### config.mk
export PLATFORM = sky130hd
export DESIGN_NAME = pt_walker
export DESIGN_NICKNAME = d
export VERILOG_FILES = /design/src/rtl/pt_walker.sv
export SDC_FILE = /design/constraint.sdc
export NUM_CORES = 1
export LEC_CHECK = 0
export ABC_AREA = 1
export BUFFER_PORTS_ARGS = -buffer_cell sky130_fd_sc_hd__buf_2
export CAP_MARGIN = 25
export CORE_ASPECT_RATIO = 0.5
export CORE_MARGIN = 3
export CORE_UTILIZATION = 52
export DETAILED_ROUTE_END_ITERATION = 16
export PLACE_DENSITY = 0.85
export SETUP_SLACK_MARGIN = 0.3
export SYNTH_ARGS = -nofsm -noshare
export SYNTH_HDL_FRONTEND = slang
export SYNTH_SLANG_ARGS = --single-unit
### constraint.sdc
create_clock -name clk -period 3.1 [get_ports clk]
set_input_delay 0.31 -clock clk [delete_from_list [all_inputs] [get_ports clk]]
set_output_delay 0.31 -clock clk [all_outputs]
set_load 0.01 [all_outputs]
### src/rtl/pt_walker.sv
module pt_walker #(
  parameter int VA_W  = 32,
  parameter int DIR_W = 10,
  parameter int TBL_W = 10,
  parameter int OFS_W = 12
) (
  input  logic            clk,
  input  logic            rst_n,
  input  logic            req_valid,
  input  logic [VA_W-1:0] req_addr,
  output logic            req_ready,
  input  logic [VA_W-1:0] dir_base,
  output logic            mem_rd_req,
  output logic [VA_W-1:0] mem_rd_addr,
  input  logic            mem_rsp_valid,
  input  logic [VA_W-1:0] mem_rsp_data,
  output logic            done,
  output logic [VA_W-1:0] phys_addr,
  output logic            fault,
  output logic [VA_W-1:0] fault_addr
);
  localparam int FRAME_W = VA_W - OFS_W;
  localparam int ENT_SH  = 2;

  typedef enum logic [2:0] {S_IDLE, S_DIR, S_PTE, S_DONE, S_FAULT} st_t;

  st_t               st;
  logic [VA_W-1:0]   va_q;
  logic [FRAME_W-1:0] base_q;
  logic              pend;

  wire               present   = mem_rsp_data[0];
  wire [FRAME_W-1:0] rsp_frame = mem_rsp_data[VA_W-1:OFS_W];
  wire [DIR_W-1:0]   dir_idx   = va_q[VA_W-1 -: DIR_W];
  wire [TBL_W-1:0]   tbl_idx   = va_q[OFS_W +: TBL_W];
  wire [OFS_W-1:0]   dir_off   = OFS_W'({dir_idx, {ENT_SH{1'b0}}});
  wire [OFS_W-1:0]   tbl_off   = OFS_W'({tbl_idx, {ENT_SH{1'b0}}});
  wire               walking   = (st == S_DIR) || (st == S_PTE);
  wire               take      = walking && pend && mem_rsp_valid;

  assign req_ready   = (st == S_IDLE);
  assign done        = (st == S_DONE);
  assign fault       = (st == S_FAULT);
  assign mem_rd_req  = walking && !pend;
  assign mem_rd_addr = {base_q, (st == S_DIR) ? dir_off : tbl_off};

  always_ff @(posedge clk) begin
    if (!rst_n) begin
      st         <= S_IDLE;
      pend       <= 1'b0;
      va_q       <= '0;
      base_q     <= '0;
      phys_addr  <= '0;
      fault_addr <= '0;
    end else begin
      case (st)
        S_IDLE: if (req_valid) begin
          va_q   <= req_addr;
          base_q <= dir_base[VA_W-1:OFS_W];
          st     <= S_DIR;
        end
        S_DIR, S_PTE: begin
          if (mem_rd_req) pend <= 1'b1;
          if (take) begin
            pend <= 1'b0;
            if (!present) begin
              fault_addr <= va_q;
              st         <= S_FAULT;
            end else if (st == S_DIR) begin
              base_q <= rsp_frame;
              st     <= S_PTE;
            end else begin
              phys_addr <= {rsp_frame, va_q[OFS_W-1:0]};
              st        <= S_DONE;
            end
          end
        end
        S_DONE, S_FAULT: st <= S_IDLE;
        default: st <= S_IDLE;
      endcase
    end
  end

  assert_no_dual_outcome_R8: assert property (@(posedge clk) disable iff (!rst_n)
    !(done && fault));
  assert_done_single_R8: assert property (@(posedge clk) disable iff (!rst_n)
    done |=> !done);
  assert_fault_single_R8: assert property (@(posedge clk) disable iff (!rst_n)
    fault |=> !fault);
  assert_ready_after_outcome_R8: assert property (@(posedge clk) disable iff (!rst_n)
    (done || fault) |=> req_ready);
  assert_busy_after_accept_R9: assert property (@(posedge clk) disable iff (!rst_n)
    (req_valid && req_ready) |=> !req_ready);
  assert_read_not_idle_R9: assert property (@(posedge clk) disable iff (!rst_n)
    mem_rd_req |-> !req_ready);
  assert_read_pulse_R10: assert property (@(posedge clk) disable iff (!rst_n)
    mem_rd_req |=> !mem_rd_req);
  assert_read_addr_stable_R10: assert property (@(posedge clk) disable iff (!rst_n)
    (walking && !take && !(req_valid && req_ready)) |=> $stable(mem_rd_addr));
  assert_fault_addr_hold_R7: assert property (@(posedge clk) disable iff (!rst_n)
    !(walking && take && !present) |=> $stable(fault_addr));
endmodule

; After elaboration in Yosys (flattened, before gate mapping)
; Cells that the tools add are included.
[classes]
mux = 13
bitwise_logic = 2
reduce_logical = 15
n_eq_ne = 8
[ops]
columns = op, n
row1 = $mux W20, 4
row2 = $pmux W20 S2, 1
row3 = $mux W12, 1
row4 = $mux W3, 3
row5 = $ne A2 B2 Y1 const B, 4
row6 = $eq A3 B2 Y1 const B, 2
row7 = $pmux W3 S2, 1
row8 = $reduce_and A2 Y1, 3
row9 = $reduce_and A5 Y1, 1
row10 = $reduce_and A4 Y1, 1
row11 = $reduce_bool A2 Y1, 2
row12 = $eq A3 B1 Y1 const B, 1
row13 = $eq A3 B3 Y1 const B, 1
row14 = $logic_and A1 B1 Y1, 3
row15 = $logic_not A3 Y1, 1
row16 = $mux W1, 3
row17 = $reduce_and A3 Y1, 1
row18 = $not A1 Y1, 2
row19 = $reduce_or A2 Y1, 1
row20 = $logic_not A1 Y1, 1
row21 = $logic_or A1 B1 Y1, 1
[word_totals]
reg_bits = 120
inputBits = 100

; Depth between registers and ports, before layout
[depth]
word_depth = 6
ltp_mapped = 9

; Worst setup path after synthesis
; Ideal clock, no wire load.
[synth_path]
kind = register to output
from = reg st[0]
to = out mem_rd_req
path_buffers = 1
path_stages_with_launch = 6
t_required_ps = 2790
setup_slack_ps = 1711
arrival_ps = 1079
cell_sequence = dfxtp_1 nand3_1 nand2_4 inv_2 buf_2 nor2_1
[synth_between]
elab_chain_len = 3
elab_cells_between_ends = 4
classes_between = eq/ne (2) / reduce/logical (2)
[synth_lines]
columns = item, line
row1 = from (decl), 27  ; st_t st;
row2 = from (signal assigned), 49  ; st <= S_IDLE;
row3 = from (signal assigned), 60  ; st <= S_DIR;
row4 = from (signal assigned), 68  ; st <= S_FAULT;
row5 = $eq A3 B1 Y1 or $eq A3 B2 Y1 (tied branches), 38  ; wire walking = (st == S_DIR) || (st == S_PTE);
row6 = $logic_or A1 B1 Y1 *, 38
row7 = $logic_and A1 B1 Y1 *, 44  ; assign mem_rd_req = walking && !pend;
row8 = to (decl), 13  ; output logic mem_rd_req,
; Mark *: on every way between the ends. The rest lies on a longest branch, timed or not.

; Worst setup path after layout
; Same ends and word-level chain as after synthesis.

==> flow_metrics.py <==
metrics = {
    "worst_hold_path": {
        "min_from": "mem_rsp_data[12]",
        "min_path_type": "input pin to register",
        "worstHoldPathCells": 3,
        "holdPathEnd": "phys_addr[12]",
    },
    "cts": {
        "cts_hold_buf": 0,
        "h-tree-depth": 4,
        "cts_resized": 0,
        "post_cts_buffers": 0,
        "clk_pin_slew_worst_paths_ns": 0.05,
        "insertion_delay_ns": 0.40,
        "cts_root_buf": "clkbuf_16",
        "cts_tree": "done",
        "cts_buffer_depth": 2,
        "cts.sinks": 120,
        "numCtsBuffers": 17,
    },
    "power_and_ir_drop": {
        "leakagePower_uw": 0.00341,
        "net-switching-power_uw": 1190,
        "power.density_nw_per_um2": 668,
        "internal_power_uw": 3020,
        "comb_power_share_pct": 17.0,
        "ir_worst_vdd_mv": 0.548,
        "pwr-share-seq_pct": 41.0,
        "power_frac_clock_pct": 42.0,
        "sw_frac_of_total_pct": 28.2,
    },
    "worst_setup_path": {
        "crit_type": "register to primary output",
        "required_ns": 2.79,
        "r2r_end": "base_q[2]",
        "worstPathArrival_ns": 2.01,
        "endpoint_kind": "primary output",
        "crit_fanout": 37,
        "reg2reg_depth": 8,
        "r2r-start": "st[1]",
        "startpoint_type": "register",
        "regToRegSetupSlack_ns": 0.90,
    },
    "synth": {
        "synthesis.area_um2": 4890,
        "synth_cell_types": 23,
        "yosysSeqAreaShare_pct": 49.1,
        "avgSynthCellArea_um2": 6.85,
        "synth_seq_cells": 120,
        "yosys_warnings": 0,
        "synth_cells": 714,
    },
    "timing": {
        "maxSlewHeadroom_pct": 49.9,
        "finalHoldViolations": 0,
        "max_freq_mhz": 432,
        "rsz0062_at_grt": "false",
        "drv_slew": 0,
        "setup_viol": 0,
        "fin_crit_ns": 2.32,
        "skew_ns": 0.00694,
        "worst_slew_pin_slew_ns": 0.751,
        "layout_setup_ws_ns": 0.785,
        "min_period_over_period_pct": 74.7,
        "fin_setup_tns_ns": 0,
    },
    "route": {
        "ant_nets": 0,
        "wl_per_cell_um": 13.1,
        "vias": 4946,
        "drtIter0Drc": 346,
        "drc_errors": 0,
        "dr.pass1.iters": 5,
        "vias_per_cell": 4.95,
        "routed_wl_um": 13100,
    },
    "place": {
        "gp_congestion": 0.832,
        "portBuffers": 174,
        "hpwl_um": 8740,
        "post-place-ws_ns": 0.875,
    },
    "cells_and_area": {
        "fill_cells": 757,
        "final_nets": 971,
        "n_antenna_cell": 0,
        "drive_above_1_share_pct": 24.8,
        "syn2layout_area_growth_pct": 29.0,
    },
    "floorplanning": {
        "rows": 24,
        "start_util_pct": 54.9,
        "die_height_um": 74.6,
        "die-area_um2": 10700,
        "dieWidth_um": 143,
        "placeableCoreArea_um2": 8920,
        "io_pins": 200,
    },
    "global_routing": {
        "grt_pass1_vias": 4518,
        "track_usage_pct": 24.7,
        "globalRouteOverflowTotal": 0,
        "grt_max_degree": 46,
        "grt_pass1_wl_um": 21000,
        "antenna_found_initial": 0,
    },
    "outcome": {
        "status": "finished, final reports clean",
    },
    "flow_run": {
        "cap_viol_max_count": 0,
    },
}
==> cell type report <==
class / count / area (µm²) / share of cell area (%)
Clock buffer: 23 / 458 / 7.26
Sequential cell: 120 / 2400 / 38.1
Inverter: 59 / 221 / 3.51
Timing Repair Buffer: 183 / 938 / 14.9
Tap cell: 117 / 146 / 2.32
Clock inverter: 8 / 75.1 / 1.19
Multi-Input combinational cell: 490 / 2070 / 32.8
==> registers in the layout (all words and copies together), names as in the netlist <==
register and flops:
fault_addr 32, phys_addr 32, st 3, base_q 20
va_q 32, pend 1
==> cells by family (layout without fill, tap and decap cells) <==
kind of cell | after synthesis | after routing | synth area share (%)
DFF | 120 | 120 | 49.1
AOI/OAI and AO/OA | 101 | 101 | 10.3
buffers and inverters | 105 | 273 | 8.67
and+or+nand+nor | 387 | 387 | 31.8
other | 1 | 2 | 0.0767
==> how the worst max path moves through the flow <==
stage | startpoint | to | slack (ns) | depth (start not counted)
floorplan | st[0] | mem_rd_req | 1.71 | 5
global placement | st[0] | base_q[10] | 0.99 | 7
detailed placement | st[0] | base_q[14] | 0.88 | 7
CTS | st[0] | mem_rd_req | 0.76 | 5
global route | st[0] | base_q[0] | 0.64 | 7
finish | st[0] | mem_rd_req | 0.78 | 5
==> cells in the mapped netlist, drive strengths merged <==
library cell / n / area share [%]
a21oi: 47 / 4.8
buf: 21 / 2.2
clkbuf: 25 / 1.9
clkinv: 1 / 0.077
conb: 1 / 0.077
dfxtp: 120 / 49
inv: 58 / 4.5
nand2: 196 / 15
nand3: 25 / 2.8
nand3b: 1 / 0.15
nand4: 12 / 1.5
nor2: 151 / 12
nor3: 2 / 0.43
o21ai: 54 / 5.5
==> placed cells by master, fill, tap and decap left out <==
master / instances
o21ai_0: 50
nand4_1: 12
nor2_1: 150
conb_1: 2
o21ai_1: 4
nor3_1: 1
nand3_2: 2
nand3b_1: 1
nor2_2: 1
inv_1: 55
nand2_4: 1
dfxtp_1: 120
clkinv_2: 4
clkbuf_1: 5
clkinvlp_4: 1
nand3_1: 23
inv_2: 3
bufinv_16: 1
buf_4: 9
clkbuf_16: 17
clkbuf_8: 1
clkinv_1: 1
nor3_4: 1
clkinv_4: 2
nand2_2: 2
a21oi_1: 47
buf_2: 174
nand2_1: 193
==> routing by layer <==
layer | vias up | GRT usage, % | share of wire, %
met4 | 0 | 9.80 | 1.7
met5 | - | 0 | 0
met1 | 2217 | 29.9 | 43
met2 | 176 | 43.2 | 49
met3 | 21 | 5.97 | 6.9
li1 | 2532 | - | -
==> critical path, cell delays in order, from the launching register on <==
cell and delay (ns):
dfxtp_1 0.45, nand3_1 0.20, nand2_4 0.37, inv_2 0.27
nor2_1 0.15, buf_2 0.15
==> power by group through the flow <==
stage | combinational [µW] | sequential (µW) | clock [µW]
finish | 717 | 1730 | 1770
global route | 809 | 1740 | 1860
CTS | 724 | 1730 | 1800
detailed placement | 713 | 1760 | 0
global placement | 698 | 1750 | 0
floorplan | 448 | 1780 | 0
==> through the flow <==
| stage | total power, µW | std cells | utilization (%) | area (µm²) | hold slack, ns |
|---|---|---|---|---|---|
| 2_1_floorplan | 2230 | 715 | - | 4900 | 0.440 |
| 3_3_place_gp | 2450 | 969 | 64.8 | 5780 | 0.453 |
| 3_5_place_dp | 2470 | 969 | 64.8 | 5780 | 0.453 |
| 4_1_cts | 4250 | 1000 | 70.8 | 6310 | 0.136 |
| 5_1_grt | 4410 | 1000 | 70.8 | 6310 | 0.159 |
| 6_report | 4210 | 1000 | 70.8 | 6310 | 0.152 |
No activity file was read; power rests on OpenSTA's default activity.
